--- config.mk ---
export PLATFORM = sky130hd
export DESIGN_NAME = alu_flag_unit
export DESIGN_NICKNAME = d
export VERILOG_FILES = /design/src/rtl/alu_flag_pkg.sv /design/src/rtl/alu_addsub.sv /design/src/rtl/alu_logic.sv /design/src/rtl/alu_flag_unit.sv
export SDC_FILE = /design/constraint.sdc
export NUM_CORES = 1
export LEC_CHECK = 0
export ABC_AREA = 1
export BUFFER_PORTS_ARGS = -buffer_cell sky130_fd_sc_hd__buf_2
export CELL_PAD_IN_SITES_DETAIL_PLACEMENT = 0
export CELL_PAD_IN_SITES_GLOBAL_PLACEMENT = 2
export CORE_MARGIN = 2
export CORE_UTILIZATION = 33
export DETAILED_ROUTE_END_ITERATION = 12
export PLACE_DENSITY = 0.87
export SYNTH_ARGS = -nofsm -noshare
export SYNTH_HDL_FRONTEND = slang
export SYNTH_SLANG_ARGS = --single-unit
--- constraint.sdc ---
create_clock -name clk -period 8.6 [get_ports clk]
set_input_delay 0.43 -clock clk [delete_from_list [all_inputs] [get_ports clk]]
set_output_delay 0.43 -clock clk [all_outputs]
set_load 0.005 [all_outputs]
--- src/rtl/alu_flag_pkg.sv ---
package alu_flag_pkg;

    localparam int FLAG_W = 16;

    localparam int CF_BIT = 0;
    localparam int PF_BIT = 2;
    localparam int AF_BIT = 4;
    localparam int ZF_BIT = 6;
    localparam int SF_BIT = 7;
    localparam int TF_BIT = 8;
    localparam int IF_BIT = 9;
    localparam int DF_BIT = 10;
    localparam int OF_BIT = 11;

    typedef enum logic [2:0] {
        OP_ADD = 3'd0,
        OP_OR  = 3'd1,
        OP_ADC = 3'd2,
        OP_SBB = 3'd3,
        OP_AND = 3'd4,
        OP_SUB = 3'd5,
        OP_XOR = 3'd6,
        OP_CMP = 3'd7
    } op_e;

endpackage

--- src/rtl/alu_addsub.sv ---
module alu_addsub #(
    parameter int W     = 16,
    parameter int NIB_W = 4
) (
    input  logic [W-1:0] a,
    input  logic [W-1:0] b,
    input  logic         sub,
    input  logic         cin_req,
    output logic [W-1:0] sum,
    output logic         cy,
    output logic         aux,
    output logic         ovf
);
    logic [W-1:0] b_eff;
    logic         cin;
    logic [W:0]   wide;
    logic [W-1:0] xr;

    always_comb begin
        b_eff = sub ? ~b : b;
        // subtraction: a + ~b + (1 - borrow_in)
        cin   = cin_req ^ sub;
        wide  = {1'b0, a} + {1'b0, b_eff} + (W+1)'(cin);
        sum   = wide[W-1:0];
        xr    = a ^ b_eff ^ sum;
        // carry polarity is inverted to give borrow on subtraction
        cy    = wide[W] ^ sub;
        aux   = xr[NIB_W] ^ sub;
        ovf   = (a[W-1] == b_eff[W-1]) && (sum[W-1] != a[W-1]);
    end
endmodule

--- src/rtl/alu_logic.sv ---
module alu_logic
    import alu_flag_pkg::*;
#(
    parameter int W = 16
) (
    input  op_e          op,
    input  logic [W-1:0] a,
    input  logic [W-1:0] b,
    output logic [W-1:0] res
);
    always_comb begin
        case (op)
            OP_AND:  res = a & b;
            OP_OR:   res = a | b;
            OP_XOR:  res = a ^ b;
            default: res = '0;
        endcase
    end
endmodule

--- src/rtl/alu_flag_unit.sv ---
module alu_flag_unit
    import alu_flag_pkg::*;
#(
    parameter int DATA_W = 16,
    parameter int BYTE_W = 8,
    parameter int NIB_W  = 4,
    parameter int CTL_W  = 3
) (
    input  logic              clk,
    input  logic              rst_n,
    input  logic              op_valid,
    input  logic [2:0]        op_code,
    input  logic              byte_mode,
    input  logic              flag_we,
    input  logic [DATA_W-1:0] opa,
    input  logic [DATA_W-1:0] opb,
    input  logic              ctl_load,
    input  logic [CTL_W-1:0]  ctl_bits,
    output logic [DATA_W-1:0] result,
    output logic [FLAG_W-1:0] flag_word
);
    localparam int N_LANES = 2;
    localparam logic [DATA_W-1:0] BYTE_MASK = {{(DATA_W-BYTE_W){1'b0}}, {BYTE_W{1'b1}}};

    typedef struct packed {
        logic [DATA_W-1:0] result;
        logic              cf;
        logic              pf;
        logic              af;
        logic              zf;
        logic              sf;
        logic              of;
        logic [CTL_W-1:0]  ctl;
    } state_t;

    state_t state_d, state_q;

    op_e  op;
    logic is_sub, use_c, is_logic;

    always_comb begin
        op       = op_e'(op_code);
        is_sub   = (op == OP_SUB) || (op == OP_SBB) || (op == OP_CMP);
        use_c    = (op == OP_ADC) || (op == OP_SBB);
        is_logic = (op == OP_AND) || (op == OP_OR) || (op == OP_XOR);
    end

    // lane 0 is the byte lane, lane 1 the word lane
    logic [DATA_W-1:0] lane_sum [N_LANES];
    logic              lane_cy  [N_LANES];
    logic              lane_aux [N_LANES];
    logic              lane_ovf [N_LANES];

    for (genvar g = 0; g < N_LANES; g++) begin : g_lane
        localparam int LW = (g == 0) ? BYTE_W : DATA_W;
        logic [LW-1:0] s;
        alu_addsub #(.W(LW), .NIB_W(NIB_W)) u_addsub (
            .a       (opa[LW-1:0]),
            .b       (opb[LW-1:0]),
            .sub     (is_sub),
            .cin_req (use_c & state_q.cf),
            .sum     (s),
            .cy      (lane_cy[g]),
            .aux     (lane_aux[g]),
            .ovf     (lane_ovf[g])
        );
        assign lane_sum[g] = DATA_W'(s);
    end

    logic [DATA_W-1:0] logic_res;

    alu_logic #(.W(DATA_W)) u_logic (
        .op  (op),
        .a   (opa),
        .b   (opb),
        .res (logic_res)
    );

    logic [DATA_W-1:0] res_sel;
    logic              msb_sel;
    logic              lane_idx;

    always_comb begin
        lane_idx = !byte_mode;
        if (is_logic)
            res_sel = byte_mode ? (logic_res & BYTE_MASK) : logic_res;
        else
            res_sel = lane_sum[lane_idx];
        msb_sel = byte_mode ? res_sel[BYTE_W-1] : res_sel[DATA_W-1];
    end

    always_comb begin
        state_d = state_q;
        if (op_valid) begin
            if (op != OP_CMP)
                state_d.result = res_sel;
            if (flag_we) begin
                state_d.cf = is_logic ? 1'b0 : lane_cy[lane_idx];
                state_d.of = is_logic ? 1'b0 : lane_ovf[lane_idx];
                state_d.af = is_logic ? 1'b0 : lane_aux[lane_idx];
                state_d.pf = ~^res_sel[BYTE_W-1:0];
                state_d.zf = (res_sel == '0);
                state_d.sf = msb_sel;
            end
        end
        if (ctl_load)
            state_d.ctl = ctl_bits;
    end

    always_ff @(posedge clk or negedge rst_n) begin
        if (!rst_n) state_q <= '0;
        else        state_q <= state_d;
    end

    always_comb begin
        flag_word         = '0;
        flag_word[CF_BIT] = state_q.cf;
        flag_word[PF_BIT] = state_q.pf;
        flag_word[AF_BIT] = state_q.af;
        flag_word[ZF_BIT] = state_q.zf;
        flag_word[SF_BIT] = state_q.sf;
        flag_word[OF_BIT] = state_q.of;
        flag_word[TF_BIT] = state_q.ctl[0];
        flag_word[IF_BIT] = state_q.ctl[1];
        flag_word[DF_BIT] = state_q.ctl[2];
        result            = state_q.result;
    end

    // ---------------- assertions ----------------
    p_ctl_hold_r12: assert property (@(posedge clk) disable iff (!rst_n)
        !ctl_load |=> $stable(flag_word[DF_BIT:TF_BIT]));

    p_ctl_load_r12: assert property (@(posedge clk) disable iff (!rst_n)
        ctl_load |=> flag_word[DF_BIT:TF_BIT] == $past(ctl_bits));

    p_undef_zero_r13: assert property (@(posedge clk) disable iff (!rst_n)
        flag_word[1] == 1'b0 && flag_word[3] == 1'b0 && flag_word[5] == 1'b0
        && flag_word[15:12] == 4'b0);

    p_logic_clear_r10: assert property (@(posedge clk) disable iff (!rst_n)
        op_valid && flag_we && (op_code == 3'd1 || op_code == 3'd4 || op_code == 3'd6)
        |=> !flag_word[CF_BIT] && !flag_word[OF_BIT]);

    p_cmp_keep_r3: assert property (@(posedge clk) disable iff (!rst_n)
        op_valid && op_code == 3'd7 |=> $stable(result));

    p_byte_upper_r4: assert property (@(posedge clk) disable iff (!rst_n)
        op_valid && byte_mode && op_code != 3'd7 |=> result[DATA_W-1:BYTE_W] == '0);

    p_status_hold_r11: assert property (@(posedge clk) disable iff (!rst_n)
        !(op_valid && flag_we) |=> $stable({flag_word[OF_BIT], flag_word[SF_BIT:0]}));

    p_sign_word_r8: assert property (@(posedge clk) disable iff (!rst_n)
        op_valid && flag_we && !byte_mode && op_code != 3'd7
        |=> flag_word[SF_BIT] == result[DATA_W-1]);

endmodule

---- Yosys cells after proc, flatten, opt, wreduce, memory -nomap -nowiden ----
Index checks and enable logic that the tools add are counted.
operators by class
  add/subtract/negate cells ............... 4
  multipliers ............................. 0
  divide/modulo/power cells ............... 0
  order comparisons ....................... 1
  eq/ne operators ......................... 12
  shift-type cells ........................ 0
  muxes and demuxes ....................... 21
  bitwise operators ....................... 16
  reductions and logical operators ........ 12
operators with widths
  cell                                            count
  two-way mux 16 bit                              6
  one-hot mux 16 bit (3 select lines)             1
  XOR 5 bit                                       4
  adder 16 x 16 -> 17 bit                         1
  adder 17 x 1 -> 17 bit                          1
  AND 16 bit                                      1
  logical NOT 16 bit                              1
  inverter 16 bit                                 1
  OR 16 bit                                       1
  XOR 16 bit                                      1
  two-way mux 1 bit                               13
  == test 3 bit (second input constant)           4
  adder 8 x 8 -> 9 bit                            1
  adder 9 x 1 -> 9 bit                            1
  two-way mux 8 bit                               1
  inverter 8 bit                                  1
  XNOR reduction 8 bit                            1
  == test 3 x 2 -> 1 bit (second input constant)  2
  logical OR 1 bit                                5
  XOR 1 bit                                       5
  AND reduction 2 bit                             2
  == test 3 x 1 -> 1 bit (second input constant)  1
  inequality test 3 bit (second input constant)   1
  == test 1 bit                                   2
  other kinds (6)                                 8
word-level totals
  register bits ........................... 25
  bits in latches ......................... 0
  memory bits (writable) .................. 0
  bits in read-only memories .............. 0
  input port bits ......................... 44
  output and inout port bits .............. 32
  word-level logic and storage cells ...... 74
  memories ................................ 0

---- Longest topological paths before layout ----
Gate-level depths: netlist (run 1).
  depth in word-level cells ............... 12
  depth in mapped cells ................... 23
  mapped depth without buffers ............ 21

---- Hierarchy ----
A second synthesis (run 1) with hierarchy kept.
unflattened totals
  cell total of the unflattened synthesis .. 619
  area total of the unflattened synthesis .. 4217.8 um2
modules (own cells, without submodules)
  module                           times used  cells each  area an instance (um2)  sequential area each (um2)
  alu_flag_unit                    1           207         1575.3                  625.6
  alu_addsub (g_lane[1].u_addsub)  1           181         1113.6                  0.0
  alu_logic                        1           158         1027.2                  0.0
  alu_addsub (g_lane[0].u_addsub)  1           73          501.7                   0.0

---- Worst setup path after synthesis (run 1) ----
No wires, ideal clock.
  path type ............................... input to register
  start point ............................. in op_code[2]
  end point ............................... reg state_q, in the netlist flag_word[6]
  setup time .............................. 0.065 ns
  arrival time ............................ 3.521 ns
  data required time ...................... 8.535 ns
  setup slack ............................. 5.014 ns
  stages on the path ...................... 23
  buffers on the path ..................... 2
  cells stage by stage .................... nor2_2 nor2_1 buf_2 buf_4 xor2_1 fa_1 fa_1 nand2_1 nand2_1 nand3_1 nand2_1 or2_0 nand3_1 o2111ai_1 inv_2 ha_1 nand4_1 or2_2 a21oi_1 nand2_1 nor2_1 nand2_1 nand2_1
between the ends
  cells in the longest elaborated chain, start to end .. 11
  elaborated cells on any way between the ends .. 27
  classes of those cells .................. add/sub (4); eq/ne (7); mux (8); bitwise (2); reduce/logical (6)
ends and longest elaborated chain
  item                                                             line                                      source
  start: declaration                                               alu_flag_unit.sv:12                       input logic [2:0] op_code,
  == test 3 bit or == test 3 x 2 -> 1 bit (tied branches)          alu_flag_unit.sv:43, alu_flag_unit.sv:44
  logical OR 1 bit (2 in series)                                   alu_flag_unit.sv:43                       is_sub = (op == OP_SUB) || (op == OP_SBB) || (op == OP_CMP);
  two-way mux 16 bit or two-way mux 8 bit (tied branches)          alu_addsub.sv:20                          b_eff = sub ? ~b : b;
  adder 16 x 16 -> 17 bit or adder 8 x 8 -> 9 bit (tied branches)  alu_addsub.sv:23                          wide = {1'b0, a} + {1'b0, b_eff} + (W+1)'(cin);
  adder 17 x 1 -> 17 bit or adder 9 x 1 -> 9 bit (tied branches)   alu_addsub.sv:23
  two-way mux 16 bit (implied by the code) (3 in series)           alu_flag_unit.sv:88                       res_sel = lane_sum[lane_idx];
  two-way mux 16 bit *                                             alu_flag_unit.sv:85                       if (is_logic)
  logical NOT 16 bit *                                             alu_flag_unit.sv:102                      state_d.zf = (res_sel == '0);
  end signal: assignment                                           alu_flag_unit.sv:112                      else state_q <= state_d;
  end: declaration                                                 alu_flag_unit.sv:36                       state_t state_d, state_q;
Every way passes the cells marked *; elsewhere a longest branch is shown, timed or not. The select of a mux whose other input is x is not followed.
A chain may end at the register's enable or synchronous reset.

---- Worst setup path after layout (run 1) ----
Ends and elaborated chain as after synthesis.

==> flow_summary_export.csv, run 1 <==
group,metric,value,unit
status,outcome,"complete, no violations",
die,core_area,10300,sq um
clock_network,cts_sinks,25,
power_and_ir_drop,ir_drop,0.0000776,V
clock_network,cts_buffers,3,
sta,rsz0062_at_grt,"false",
setup_path,ff2ff_setup_slack,5140,ps
setup_path,cp-startpoint,"op_code[2]",
die,row_count,37,
setup_path,crit-reg2reg-launch,"flag_word[0]",
die,io_pins,76,
power_and_ir_drop,power_density,127,nW/um^2
die,die_area,11500,sq um
global_route,grt-ovfl-total,0,
drt,vias_per_cell,4.56,
synth,synth_cells,503,
sta,slew_headroom,37.6,%
clock_network,clk_pin_slew,80,ps
global_route,grt_pass1_wl,15.0,mm
drt,first_pass_iters,4,
hold_path,hold_class,"in -> async",
setup_path,cp-end-kind,"flop",
synth,synth_area,3520,sq um
setup_path,critPathSlowestCell,"fa_1",
placement,port_buffers,68,
sta,final-setup-viol-count,0,
setup_path,path_buf_inv,3,
setup_path,path_cells,"buf_2 -> nor2_2 -> nor2_2 -> buf_4 -> xor2_1 -> fa_1 -> fa_1 -> nand2_1 -> nand2_1 -> nand3_1 -> nand2_1 -> or2_0 -> nand3_1 -> o2111ai_1 -> inv_2 -> ha_1 -> nand4_1 -> or2_2 -> a21oi_1 -> nand2_1 -> nor2_1 -> nand2_1 -> nand2_1",
setup_path,cp-start-kind,"input pin",
setup_path,rr_endpoint,"flag_word[6]",
die,initial_core_util,34.1,%
clock_network,cts-root-buf,"clkbuf_8",
setup_path,cp_common_cell,"nand2_1",
power_and_ir_drop,cellLeakagePower,2.21,nW
synth,ys_types,47,
die,die_y,107,um
sta,tns,0,ps
setup_path,cp_slowest_stage_delay,470,ps
sta,fin_crit,3670,ps
drt,drc,0,
drt,wl_per_cell,13.2,um
setup_path,critical_path_class,"in -> reg",
global_route,first_global_vias,3078,
flow_run,drv_cap,0,
synth,ys_seq_elements,25,
die,die_x,107,um
clock_network,clk_latency,260,ps
sta,min_period_over_period,42.7,%
setup_path,critPathTopFamily,"simple AND/OR/NAND/NOR gates",
cells_and_area,syn_to_final_growth,11.8,%
synth,synth_largest_area_cell,"ha_1",
synth,yosysWarnings,0,
placement,hpwl,7.76,mm
clock_network,ctsHtreeMaxLevel,1,
placement,gp_congestion,0.819,
global_route,antenna_found_initial,0,
sta,fmax,272,MHz
clock_network,cts_resized,0,
clock_network,post-cts-setup-buffer-count,0,
cells_and_area,drive_gt1_share,21.3,%
drt,num_vias,3190,
drt,drt_iter0_markers,138,
drt,final_antenna_net_count,0,
sta,drv_slew,0,
clock_network,cts_buffer_depth,2,
clock_network,cts_tree,"done",
setup_path,cp.arrival,3870,ps
synth,netlist_top_cells_area,"ha_1 (18%), dfrtp_1 (18%), nand2_1 (15%)",
global_route,grt_max_degree,33,
sta,finalClockSkew,1.43,ps
placement,placed_cell_area,3890,sq um
cells_and_area,layout.nets,662,
synth,yosysSeqAreaShare,17.8,%
clock_network,cts_hold_buf,0,
setup_path,cp_max_fo,20,
cells_and_area,final_cell_area,3930,sq um
sta,tightestPinTransition,933,ps
global_route,grt_usage,16.4,%
cells_and_area,n_antenna_cell,0,
sta,hold_viol,0,
setup_path,ff2ff_path_depth,21,
drt,totalWireLength,9.27,mm
setup_path,cp.required,8800,ps
synth,syn_avg_cell_area,6.99,sq um
synth,synth_top_area_share,18.1,%
## logic make-up after synthesis
kind of cell,synth area share [%]
xor+xnor,4.98
simple gates,30.2
buf+inv,14.3
other cells,0.107
flops,17.8
fa+ha+maj,19.3
mux,0.960
compound gates,12.5
## cell type report
cell class	count	area (sq um)
Sequential cell	25	626
Fill cell	1106	6390
Multi-Input combinational cell	379	2410
Clock buffer	4	45.0
Timing Repair Buffer	69	348
Tap cell	136	170
Inverter	87	329
## state kept, by name, summed over array words and instances, names as in the netlist
| name | cells |
|---|---|
| flag_word | 9 |
| result | 16 |
## worst max-delay path by stage
stage	end	depth (start not counted)
floorplan	flag_word[6]	23
global placement	flag_word[6]	23
detailed placement	flag_word[6]	23
CTS	flag_word[6]	23
global route	flag_word[6]	23
finish	flag_word[6]	23
## Yosys cell counts (all sizes together)
master / instances
nand2: 156
inv: 87
ha: 51
o21ai: 31
nor2: 30
nand3: 29
dfrtp: 25
xor2: 19
buf: 14
a21oi: 12
a31oi: 10
or2: 5
clkbuf: 4
a211oi: 3
and2: 3
mux2: 3
nand4: 3
nor3b: 3
a221oi: 2
fa: 2
o2111ai: 2
o31ai: 2
a32o: 1
conb: 1
nand3b: 1
nor3: 1
o211ai: 1
o21bai: 1
xnor2: 1
## routing by layer
metal / global-route usage (%) / share of wire (%)
met2: 29.2 / 47
met4: 3.99 / 1.7
met1: 21.7 / 48
met5: 0 / 0
met3: 0.608 / 3.2
## per-stage QoR
stage               power [mW]  util (%)  hold WS (ps)  setup slack, ps  std cells
floorplan                0.354         -           134             5010        509
global placement         0.435      37.7           439             4750        696
detailed placement       0.440      37.7           445             4660        696
CTS                      0.506      38.1           166             4930        700
global route             0.554      38.1           176             4610        700
finish                   0.501      38.1           140             4930        700
## layout by cell type (no fill, tap or decap), types with 2 or more instances in the layout
| master | netlist | routed |
|---|---|---|
| nand2_4 | 5 | 5 |
| a221oi_2 | 2 | 2 |
| nor2_4 | 2 | 2 |
| o31ai_1 | 2 | 2 |
| clkbuf_8 | 1 | 3 |
| xor2_1 | 19 | 19 |
| nand2_2 | 5 | 5 |
| a31oi_1 | 8 | 8 |
| nand3_1 | 26 | 26 |
| inv_2 | 8 | 8 |
| o21ai_2 | 2 | 2 |
| nand2_1 | 145 | 145 |
| mux2_2 | 3 | 3 |
| nor3b_2 | 3 | 3 |
| nand3_2 | 3 | 3 |
| buf_2 | 1 | 68 |
| or2_2 | 4 | 4 |
| o2111ai_1 | 2 | 2 |
| inv_1 | 78 | 78 |
| nor2_2 | 1 | 2 |
| o21ai_0 | 4 | 4 |
| a211oi_2 | 3 | 3 |
| a21oi_1 | 10 | 10 |
| ha_1 | 51 | 51 |
| nor2_1 | 27 | 26 |
| dfrtp_1 | 25 | 25 |
| fa_1 | 2 | 2 |
| and2_1 | 3 | 3 |
| o21ai_1 | 25 | 25 |
| conb_1 | 1 | 7 |
| nand4_1 | 3 | 3 |
| a31oi_2 | 2 | 2 |
## where the power goes
part / switching (mW) / leakage, nW / internal (mW)
combinational: 0.171 / 1.88 / 0.113
clock: 0.0328 / 0.0228 / 0.0330
sequential: 0.0119 / 0.314 / 0.139
Power figures use the tool's default switching activity.
==> run 2: changes to the inputs <==
- CORE_UTILIZATION: 33 -> 28
- PLACE_DENSITY: 0.87 -> 0.79
- clock period: 8.6 -> 3.2 ns (I/O delays scaled with it)
==> run 2 against run 1 <==
- worst hold slack got worse by 9.5 ps
- combinational power increased to 3.2 times the previous value
- non-clock buffer count increased by 26
- critical path depth decreased by 2
- sequential power increased to 2.7 times the previous value
- sequential share of layout area decreased by 1.2 points
- cell count increased by 8.3%
- critical path type is now reg -> reg
- count of clock-buffer cells in the layout decreased by 1
- sequential cell count unchanged
- wire length increased by 5.5%
- clock skew increased by 4.1 ps
==> flow_summary_export.csv, run 2 (synthesis results as in run 1) <==
group,metric,value,unit
cells_and_area,layout.nets,688,
die,row_count,40,
placement,hpwl,8.22,mm
placement,gp_congestion,0.834,
global_route,grt_pass1_wl,16.2,mm
setup_path,cp-endpoint,"flag_word[6]",
clock_network,cts_tree,"done",
power_and_ir_drop,seqPwrFrac,25.7,%
power_and_ir_drop,p_sw_share,40.5,%
sta,final-setup-viol-count,0,
cells_and_area,num-fill-cells,1340,
setup_path,crit-reg2reg-launch,"flag_word[0]",
setup_path,ff2ff_setup_slack,110,ps
sta,rsz0062_at_grt,"true",
global_route,grt_use_met2,26.9,%
global_route,grtUsageMet3,0.785,%
setup_path,ff2ff_path_depth,21,
sta,tightestPinTransition,975,ps
drt,first_pass_iters,4,
cells_and_area,syn_to_final_growth,20.9,%
cells_and_area,instances_no_fill,758,
sta,hold-worst-slack,131,ps
global_route,grt_max_degree,33,
cells_and_area,layout_commonest_cell,"nand2_1",
placement,dp_worst_setup_slack,-6.54,ps
die,initial_core_util,29.0,%
hold_path,hold_class,"in -> reg",
setup_path,cp_max_fo,2,
cells_and_area,mostFrequentLayoutCells,"nand2_1 (143), inv_1 (78), buf_2 (68)",
global_route,grtUsageMet1,20.5,%
die,core_area,12100,sq um
global_route,antenna_found_initial,0,
placement,placed_cell_area,4110,sq um
flow_run,drv_cap,0,
cells_and_area,drive_gt1_share,26.3,%
drt,totalWireLength,9.79,mm
drt,wl_per_cell,12.9,um
drt,final_antenna_net_count,0,
power_and_ir_drop,power_switching,635,uW
sta,drv_slew,0,
setup_path,cp-startpoint,"flag_word[0]",
setup_path,cp_common_cell,"nand2_1",
die,die_area,13500,sq um
clock_network,cts_buffers,3,
power_and_ir_drop,power_frac_comb,57.0,%
power_and_ir_drop,p_int,935,uW
setup_path,critPathSlowestCell,"fa_2",
global_route,grt_usage,15.1,%
die,die_x,116,um
setup_path,rr_endpoint,"flag_word[6]",
cells_and_area,n_antenna_cell,0,
placement,port_buffers,68,
sta,hold_viol,0,
clock_network,ctsHtreeMaxLevel,1,
sta,min_period_over_period,96.7,%
power_and_ir_drop,power_density,369,nW/um^2
drt,vias_per_cell,4.40,
setup_path,cp_slowest_stage_delay,420,ps
sta,finalClockSkew,5.52,ps
sta,fmax,323,MHz
global_route,first_global_vias,3270,
drt,drc,0,
power_and_ir_drop,ir_drop,0.000254,V
cells_and_area,final_cell_area,4250,sq um
global_route,top_usage_layer,"met2",
setup_path,cp.arrival,3290,ps
setup_path,cp-start-kind,"flop",
clock_network,cts_buffer_depth,2,
clock_network,clk_pin_slew,60,ps
clock_network,cts-root-buf,"clkbuf_16",
sta,slew_headroom,34.8,%
sta,fin_crit,3090,ps
setup_path,cp.required,3400,ps
status,outcome,"complete, no violations",
cells_and_area,seqCellArea,626,sq um
clock_network,cts_sinks,25,
power_and_ir_drop,cellLeakagePower,2.36,nW
die,io_pins,76,
placement,dp.cells,751,
sta,tns,0,ps
clock_network,clk_latency,260,ps
power_and_ir_drop,clock_power_share,17.3,%
setup_path,path_cells,"nand2_1 -> nor2_2 -> xor2_1 -> fa_2 -> fa_2 -> nand2_2 -> nand2_1 -> nand3_1 -> nand2_1 -> or2_0 -> nand3_1 -> o2111ai_2 -> inv_2 -> ha_4 -> nand4_1 -> or2_4 -> a21oi_2 -> nand2_1 -> nor2_1 -> nand2_1 -> nand2_1",
setup_path,critical_path_class,"reg -> reg",
setup_path,cp-end-kind,"flop",
drt,drt_iter0_markers,203,
drt,num_vias,3333,
die,die_y,116,um
cells_and_area,largest_reg_flops,16,
global_route,grt-ovfl-total,0,
hold_path,min_path_cells,2,
cells_and_area,multiInputGateArea,2460,sq um
sta,postLayoutSetupSlackWorst,107,ps
run 2: what timing repair did:
action	CTS	global route
endpoints found under the hold margin	25	0
hold buffers	1	0
setup buffers	0	2
setup endpoints to repair	2	2
pin swaps	0	1
cloned	0	0
resized for setup	1	8
run 2: per-layer routing:
layer / vias up / routed length [um]
met5: - / 0
met4: 0 / 67
met3: 6 / 328
met2: 63 / 4650
met1: 1513 / 4740
li1: 1751 / -
run 2: worst min-delay path by stage:
stage / from / endpoint / slack (ps)
global placement: rst_n / result[1] / 180
CTS: ctl_bits[1] / flag_word[9] / 130
global route: ctl_bits[0] / flag_word[8] / 130
detailed placement: rst_n / result[3] / 180
finish: ctl_bits[1] / flag_word[9] / 130
floorplan: rst_n / flag_word[0] / -140
run 2: stage by stage:
step,util (%),total power [mW]
2_1_floorplan,-,0.955
3_3_place_gp,33.9,1.24
3_5_place_dp,33.9,1.25
4_1_cts,34.7,1.53
5_1_grt,35.1,1.72
6_report,35.1,1.57
run 2: critical path: cells and delay by family (launching register included):
kind | cells | cell delay, ps
simple gates | 14 | 1230
fa+ha+maj | 3 | 890
flops | 1 | 380
compound gates | 2 | 220
xor+xnor | 1 | 180
buf+inv | 1 | 110
run 2: cell type report:
type	count	area share, %
Multi-Input combinational cell	379	57.9
Sequential cell	25	14.7
Timing Repair Buffer	95	12.8
Inverter	87	7.74
Tap cell	168	4.94
Clock buffer	3	1.77
Clock inverter	1	0.118
run 2: power groups by stage:
| stage | Clock [mW] | Sequential [mW] | Combinational (mW) |
|---|---|---|---|
| 2_1_floorplan | 0 | 0.413 | 0.542 |
| 4_1_cts | 0.276 | 0.404 | 0.849 |
| 3_5_place_dp | 0 | 0.410 | 0.843 |
| 3_3_place_gp | 0 | 0.407 | 0.834 |
| 5_1_grt | 0.295 | 0.411 | 1.02 |
| 6_report | 0.272 | 0.403 | 0.895 |
